## src/rtl/red_seq_pkg.sv

```systemverilog
// Shared types for the reduction sequencer.
package red_seq_pkg;
    // Sequencer phases: idle, chunked accumulate, halving fold, result pulse.
    typedef enum logic [1:0] {
        ST_IDLE = 2'd0,
        ST_ACC  = 2'd1,
        ST_FOLD = 2'd2,
        ST_DONE = 2'd3
    } red_state_e;
endpackage

```

## src/rtl/red_seq_ctrl.sv

```systemverilog
// Sequencer control for the reduction: takes a request, counts the elements
// in, steps the halving fold in batches of NADD lanes and raises done.
// Assumes VL is a power of two, VL >= 2, and 1 <= NADD <= VL/2.
module red_seq_ctrl
    import red_seq_pkg::*;
#(
    parameter int VL   = 8,
    parameter int NADD = 2,
    parameter int CNTW = 16
) (
    input  logic              clk,
    input  logic              rst_n,
    input  logic              req_valid,
    input  logic [CNTW-1:0]   req_count,
    output logic              req_ready,
    input  logic              elem_valid,
    output logic              elem_ready,
    output logic              done,
    output logic              clr,
    output logic              acc_en,
    output logic [$clog2(VL)-1:0] acc_idx,
    output logic              fold_en,
    output logic [$clog2(VL)-1:0] fold_base,
    output logic [$clog2(VL)-1:0] fold_half
);
    localparam int IW = $clog2(VL);
    localparam logic [IW-1:0] HALF0  = IW'(VL / 2);
    localparam logic [IW:0]   STEP_W = (IW+1)'(NADD);

    red_state_e        state;
    logic [CNTW-1:0]   remaining;
    logic [IW-1:0]     idx;
    logic [IW-1:0]     half;
    logic [IW-1:0]     base;
    logic [IW:0]       base_next;
    logic              level_end;

    // Handshake and datapath strobes decoded from the current phase.
    always_comb begin
        req_ready  = (state == ST_IDLE);
        elem_ready = (state == ST_ACC) && (remaining != '0);
        clr        = req_valid && req_ready;
        acc_en     = elem_valid && elem_ready;
        fold_en    = (state == ST_FOLD) && (half != '0);
        done       = (state == ST_DONE);
        base_next  = {1'b0, base} + STEP_W;
        level_end  = (base_next >= {1'b0, half});
    end

    assign acc_idx   = idx;
    assign fold_base = base;
    assign fold_half = half;

    // Phase register with element counter, slot pointer and fold position.
    always_ff @(posedge clk) begin
        if (!rst_n) begin
            state     <= ST_IDLE;
            remaining <= '0;
            idx       <= '0;
            half      <= '0;
            base      <= '0;
        end else begin
            unique case (state)
                ST_IDLE: begin
                    if (clr) begin
                        remaining <= req_count;
                        idx       <= '0;
                        half      <= HALF0;
                        base      <= '0;
                        state     <= ST_ACC;
                    end
                end
                ST_ACC: begin
                    if (remaining == '0) begin
                        state <= ST_FOLD;
                    end else if (acc_en) begin
                        remaining <= remaining - 1'b1;
                        idx       <= idx + 1'b1;
                        if (remaining == CNTW'(1)) begin
                            state <= ST_FOLD;
                        end
                    end
                end
                ST_FOLD: begin
                    if (half == '0) begin
                        state <= ST_DONE;
                    end else if (level_end) begin
                        base <= '0;
                        half <= half >> 1;
                        if (half == IW'(1)) begin
                            state <= ST_DONE;
                        end
                    end else begin
                        base <= base_next[IW-1:0];
                    end
                end
                ST_DONE: begin
                    state <= ST_IDLE;
                end
                default: state <= ST_IDLE;
            endcase
        end
    end
endmodule

```

## src/rtl/red_seq_bank.sv

```systemverilog
// Partial-sum register bank: cleared on request, accumulates one element
// into a chosen slot, or folds up to NADD upper slots onto lower slots per
// cycle through NADD shared adders. Assumes the fold window stays below VL.
module red_seq_bank #(
    parameter int W    = 16,
    parameter int VL   = 8,
    parameter int NADD = 2
) (
    input  logic                  clk,
    input  logic                  rst_n,
    input  logic                  clr,
    input  logic                  acc_en,
    input  logic [$clog2(VL)-1:0] acc_idx,
    input  logic [W-1:0]          acc_data,
    input  logic                  fold_en,
    input  logic [$clog2(VL)-1:0] fold_base,
    input  logic [$clog2(VL)-1:0] fold_half,
    output logic [W-1:0]          sum0
);
    localparam int IW = $clog2(VL);

    logic [W-1:0]  part [VL];
    logic [W-1:0]  lane_sum [NADD];
    logic [IW-1:0] lane_idx [NADD];
    logic          lane_act [NADD];
    logic [W-1:0]  acc_sum;

    // One adder per fold lane, each folding slot base+k with slot base+k+half.
    for (genvar k = 0; k < NADD; k++) begin : g_lane
        logic [IW:0] pos;
        always_comb begin
            pos         = {1'b0, fold_base} + (IW+1)'(k);
            lane_idx[k] = pos[IW-1:0];
            lane_act[k] = fold_en && (pos < {1'b0, fold_half});
            lane_sum[k] = part[lane_idx[k]] + part[lane_idx[k] + fold_half];
        end
    end

    // Accumulation adder for the incoming element.
    assign acc_sum = part[acc_idx] + acc_data;

    // Slot update: clear, accumulate or fold, in that priority.
    always_ff @(posedge clk) begin
        if (!rst_n || clr) begin
            for (int e = 0; e < VL; e++) begin
                part[e] <= '0;
            end
        end else if (acc_en) begin
            part[acc_idx] <= acc_sum;
        end else begin
            for (int k = 0; k < NADD; k++) begin
                if (lane_act[k]) begin
                    part[lane_idx[k]] <= lane_sum[k];
                end
            end
        end
    end

    assign sum0 = part[0];
endmodule

```

## src/rtl/red_seq.sv

```systemverilog
// Top of the reduction sequencer: control plus partial-sum bank.
// Assumes VL is a power of two >= 2 and 1 <= NADD <= VL/2.
module red_seq #(
    parameter int W    = 16,
    parameter int VL   = 8,
    parameter int NADD = 2,
    parameter int CNTW = 16
) (
    input  logic            clk,
    input  logic            rst_n,
    input  logic            req_valid,
    input  logic [CNTW-1:0] req_count,
    output logic            req_ready,
    input  logic            elem_valid,
    input  logic [W-1:0]    elem_data,
    output logic            elem_ready,
    output logic [W-1:0]    result,
    output logic            done
);
    localparam int IW = $clog2(VL);

    logic          clr, acc_en, fold_en;
    logic [IW-1:0] acc_idx, fold_base, fold_half;

    // Phase sequencing and strobes.
    red_seq_ctrl #(.VL(VL), .NADD(NADD), .CNTW(CNTW)) u_ctrl (
        .clk(clk), .rst_n(rst_n),
        .req_valid(req_valid), .req_count(req_count), .req_ready(req_ready),
        .elem_valid(elem_valid), .elem_ready(elem_ready), .done(done),
        .clr(clr), .acc_en(acc_en), .acc_idx(acc_idx),
        .fold_en(fold_en), .fold_base(fold_base), .fold_half(fold_half)
    );

    // Partial-sum storage and adders.
    red_seq_bank #(.W(W), .VL(VL), .NADD(NADD)) u_bank (
        .clk(clk), .rst_n(rst_n),
        .clr(clr), .acc_en(acc_en), .acc_idx(acc_idx), .acc_data(elem_data),
        .fold_en(fold_en), .fold_base(fold_base), .fold_half(fold_half),
        .sum0(result)
    );
endmodule

```

## config.mk

```make
export PLATFORM = sky130hd
export DESIGN_NAME = red_seq
export DESIGN_NICKNAME = d
export VERILOG_FILES = /design/src/rtl/red_seq_pkg.sv /design/src/rtl/red_seq_ctrl.sv /design/src/rtl/red_seq_bank.sv /design/src/rtl/red_seq.sv
export SDC_FILE = /design/constraint.sdc
export NUM_CORES = 1
export LEC_CHECK = 0
export BUFFER_PORTS_ARGS = -buffer_cell sky130_fd_sc_hd__buf_2
export CORE_MARGIN = 2
export CORE_UTILIZATION = 69
export CTS_CLUSTER_DIAMETER = 120
export DETAILED_ROUTE_END_ITERATION = 7
export MAX_ROUTING_LAYER = met4
export PLACE_DENSITY = 0.88
export SYNTH_ARGS = -nofsm -noshare
export SYNTH_HDL_FRONTEND = slang
export SYNTH_SLANG_ARGS = --single-unit
```

## constraint.sdc

```tcl
create_clock -name clk -period 10.19 [get_ports clk]
set_clock_uncertainty 0.2 [all_clocks]
set_input_delay 2.038 -clock clk [delete_from_list [all_inputs] [get_ports clk]]
set_output_delay 2.038 -clock clk [all_outputs]
set_load 0.01 [all_outputs]
```

After elaboration in Yosys (flattened, before gate mapping)
Memory sizes are Yosys's and may differ from the RTL's. A register that Yosys moved wholly into a read port is not among the register bits.
Cells that the tools add are included.
{"block": "word_totals", "n_memories": 1, "ff_bits": 27, "out_inout_bits": 19, "inputBits": 36, "ramBits": 128}
{"block": "classes", "addsub": 9, "n_eq_ne": 14, "n_reduce_logical": 22, "n_lt_le_gt_ge": 3, "mux": 49}
{"memory": "u_bank.part", "words": 8, "word_bits": 16, "rd": 6, "rd_clocked_by_memory_dff": 2, "write_ports": 8, "line_no": "red_seq_bank.sv:22", "text": "logic [W-1:0] part [VL];"}
{"op": "$mux W16", "count": 6}
{"op": "$add A16 B16 Y16", "count": 3}
{"op": "$reduce_or A16 Y1", "count": 3}
{"op": "$mux W3", "count": 15}
{"op": "$pmux W16 S2", "count": 1}
{"op": "$pmux W3 S2", "count": 3}
{"op": "$eq A16 B1 Y1 const B", "count": 1}
{"op": "$logic_not A16 Y1", "count": 1}
{"op": "$mux W1", "count": 16}
{"op": "$reduce_bool A16 Y1", "count": 1}
{"op": "$sub A16 B1 Y16 const B", "count": 1}
{"op": "$mux W2", "count": 7}
{"op": "$ne A3 B3 Y1 const B", "count": 3}
{"op": "$pmux W2 S4", "count": 1}
{"op": "$reduce_and A4 Y1", "count": 2}
{"op": "$add A3 B3 Y3", "count": 2}
{"op": "$logic_and A1 B1 Y1", "count": 6}
{"op": "$ne A2 B2 Y1 const B", "count": 3}
{"op": "$reduce_and A5 Y1", "count": 1}
{"op": "$add A3 B1 Y4 const B", "count": 1}
{"op": "$add A3 B2 Y4 const B", "count": 1}
{"op": "$eq A2 B2 Y1 const B", "count": 2}
{"op": "$ge A4 B3 Y1", "count": 1}
{"op": "$lt A4 B3 Y1", "count": 1}
{"op": "13 further kinds", "count": 15}

Depth between registers and ports, before layout
{"block": "depth", "word_depth": 9, "ltp_mapped": 18, "depth_no_buf": 16}

Cells and area by module
A second synthesis with hierarchy kept.
{"block": "hier_totals", "hier_cells": 1224, "hier_area_um2": 13706.9}
{"module": "red_seq_bank", "cells_per_inst": 1003, "area_each_um2": 11990.2, "n_inst": 1}
{"module": "red_seq_ctrl", "cells_per_inst": 221, "area_each_um2": 1716.6, "n_inst": 1}

Least setup slack after synthesis
OpenSTA, ideal clock, no wires.
{"block": "synth_timing", "path_type": "reg2reg", "startpoint": "register u_ctrl.base[0] (netlist: u_ctrl.fold_base[0])", "endpoint": "memory u_bank.part[1][14], data pin", "slack_ns": 4.876, "path_buffers": 4, "stages_incl_launch_ff": 19, "synth_period_minus_slack_ns": 5.314, "required_ns": 9.712, "arrival_time_ns": 4.836, "cell_sequence": "dfxtp_1 > clkbuf_8 > inv_1 > ha_1 > buf_2 > buf_1 > clkbuf_1 > mux4_2 > mux2_2 > ha_1 > fa_1 > a211o_1 > o211ai_1 > a211oi_1 > o41ai_2 > o21a_1 > xnor2_1 > mux2i_4 > o22ai_1"}
{"element": "from (decl)", "line_no": "red_seq_ctrl.sv:34", "text": "logic [IW-1:0] base;"}
{"element": "from (signal assigned)", "line_no": "red_seq_ctrl.sv:94", "text": "base <= base_next[IW-1:0];"}
{"element": "to (decl)", "line_no": "red_seq_bank.sv:22"}

==> results.toml <==
[route]
viasPerCell = 8.372
drt_wl_total_mm = 43.88
dr.first_iter.drc_count = 2155
met2WireLength_mm = 19.65
ant_nets = 0
vias = 12160
drcViolationCount = 0
wl_met1_mm = 13.82
top_layer = "met4"
wl_per_cell_um = 30.20
drtPass1Iterations = 7
dr_wl_met3_mm = 7.485

[global_route]
grt_overflow = 0
grtUsageTotal = 0.4243
antenna_found_initial = 0
grt_max_degree = 66
grt_pass1_wl_mm = 66.81
grt_pass1_vias = 12020

[timing]
max_freq_mhz = 153.6
min_period_ns = 6.509
slew_headroom = 0.07436
timing.hold.ws_ns = 0.3338
rsz0062_at_grt = "no"
drv_slew = 0
fin_tns_setup_ns = 0
fin_crit_sh = 0.6388
worstMarginPinSlew_ns = 1.387
hold_viol = 0
setup_violations = 0

[cts]
post_cts_buffers = 0
clk-insertion-delay-late_ns = 0.43
cts_resized = 0
cts_buffers = 17
clock_path_buffers = 2
ctsHtreeMaxLevel = 4
clkTransAtPathRegs_ns = 0.06
tritoncts = "yes"
cts.hold.buffers_added = 0
cts_root_buf = "clkbuf_16"
cts.sinks = 161

[synthesis]
netlist_top_cells_count = "o22ai_1, edfxtp_1, mux4_2"
synth-compound-area-share = 0.1733
synthAdderAreaFrac = 0.06405
synth_mux_area_frac = 0.2696
synth_top_area_cell = "edfxtp_1"
synthArstFlopShare = 0
yosys.area_share.simple = 0.08991
synth_ff_type = "edfxtp_1"
synth_area_leaders = "edfxtp_1, mux4_2, o22ai_1, ha_1, mux2_2"
synth-edff-count = 128
synth.most_common_cell = "o22ai_1"
syn_avg_cell_area_um2 = 11.75
synth_fp_nets = 1277
syn-instance-count = 1174
synth_top_area_frac = 0.2787
synth_xor_area_frac = 0.02794
syn_area_mm2 = 0.01379
yosysWarnings = 0
yosys_register_bits = 161
yosys.cell_types.count = 85
synth_top_family_by_area = "multiplexers"
yosysSeqAreaShare = 0.3266

[floorplan]
dieWidth_um = 145.4
coreArea_mm2 = 0.01953
boundaryPins = 55
core.rowCount = 51
die_h_um = 145.4
start_util = 0.7063
die_area_mm2 = 0.02113

[pwr]
p_leak_nw = 5.238
power.density_mw_per_mm2 = 289.0
irDropWorstVdd_uv = 197.4

[critical_path]
r2r_cells = 16
critical_path_required_ns = 10.13
worstSetupStartpointType = "flop"
path_class = "flop to flop"
r2r_end = "u_bank.part[0][14]$_DFFE_PP_"
critical_path_arrival_ns = 6.45
r2r-start = "u_ctrl.fold_base[0]$_SDFFE_PN0P_"
endpoint_kind = "flop"
r2r_setup_slack_ns = 3.68
crit_fanout = 16

[finish]
fin_util = 0.7415
fin_nets = 1280
drive_above_1_share = 0.2811
diodes = 0
area_growth_pct = 4.990

[placement]
dp_hpwl_mm = 29.32
routabilityCongestion = 1.013
numPortBuffers = 54

[job]
drv_cap = 0

[min_path]
worstHoldPathCells = 2
holdPathEnd = "u_ctrl.remaining[3]$_SDFFE_PN0P_"
holdCritStartpoint = "u_ctrl.remaining[3]$_SDFFE_PN0P_"
hold_class = "flop to flop"

[run_status]
status = "finished clean"
[power by group]
part	switching, mW	internal, mW	total [mW]
sequential	0.221	0.876	1.10
clock	0.259	0.332	0.591
combinational	1.53	0.970	2.50
total	2.01	2.18	4.18
[per-layer routing]
| layer | global-route usage | vias to the layer above |
|---|---|---|
| met1 | 0.5218 | 5666 |
| met4 | 0.2495 | 0 |
| li1 | - | 4853 |
| met2 | 0.6220 | 1334 |
| met5 | - | - |
| met3 | 0.1329 | 311 |
[cell type report]
| class | count | area [um^2] |
|---|---|---|
| clock inverter | 10 | 88.84 |
| clock buffer | 20 | 436.7 |
| tap | 265 | 331.6 |
| multi-input combinational | 905 | 8647 |
| sequential | 161 | 4507 |
| fill | 1263 | 5047 |
| inverter | 24 | 92.59 |
| timing repair buffer | 68 | 375.4 |
[per-stage QoR]
step                      area, um^2  std cells  power [mW]  setup slack (ns)
after floorplan                13790       1174       2.800             4.876
after global placement         13950       1423       3.363             4.022
after detailed placement       13950       1423       3.456             3.911
after CTS                      14480       1453       4.054             3.960
after global routing           14480       1453       4.333             3.616
final                          14480       1453       4.184             3.681
[worst max-delay path, cell delays in order (launching register included)]
cell,delay [ns]
dfxtp_1,0.48
ha_1,0.32
xnor2_2,0.44
inv_4,0.12
ha_1,0.36
xor2_2,1.09
mux2_2,0.44
ha_1,0.25
fa_1,0.47
a21oi_1,0.27
o211a_1,0.27
o21ai_0,0.11
o2111ai_1,0.21
nand2b_1,0.16
a31oi_1,0.24
xor2_1,0.62
o22ai_1,0.16
[cell families after synthesis]
group,count (synthesis)
AO/OA/AOI/OAI,361
XOR/XNOR,41
adder cells (fa/ha/maj),67
buffers and inverters,108
flip-flops,161
multiplexers,202
AND/OR/NAND/NOR,234
[state kept, by name (all words and copies together), names as in the netlist, named ones only]
signal / count
u_ctrl.acc_idx: 3
u_ctrl.remaining: 16
u_ctrl.fold_base: 3
u_bank.part: 128
u_ctrl.state: 2
u_ctrl.fold_half: 3
[cell usage in the layout (no fill, tap or decap), drive strengths merged, types with 20 or more instances in the layout]
cell type,n
nor2,61
o21ai,34
inv,25
edfxtp,128
mux4,128
xnor2,22
nor3,20
dfxtp,33
nand2,51
mux2,61
nand3,25
clkbuf,20
ha,61
o22ai,191
a21oi,54
buf,68
[worst max path at each step]
| stage | from | end | slack [ns] | depth (start not counted) |
|---|---|---|---|---|
| floorplan | u_ctrl.fold_base[0]$_SDFFE_PN0P_ | u_bank.part[1][14]$_DFFE_PP_ | 4.88 | 18 |
| global placement | rst_n | u_bank.part[4][10]$_DFFE_PP_ | 4.02 | 8 |
| detailed placement | rst_n | u_bank.part[4][9]$_DFFE_PP_ | 3.91 | 8 |
| CTS | u_ctrl.fold_base[0]$_SDFFE_PN0P_ | u_bank.part[0][14]$_DFFE_PP_ | 3.96 | 16 |
| global route | u_ctrl.fold_base[0]$_SDFFE_PN0P_ | u_bank.part[6][14]$_DFFE_PP_ | 3.62 | 16 |
| finish | u_ctrl.fold_base[0]$_SDFFE_PN0P_ | u_bank.part[0][14]$_DFFE_PP_ | 3.68 | 16 |
Note: power is estimated with default switching activity, not from simulation.
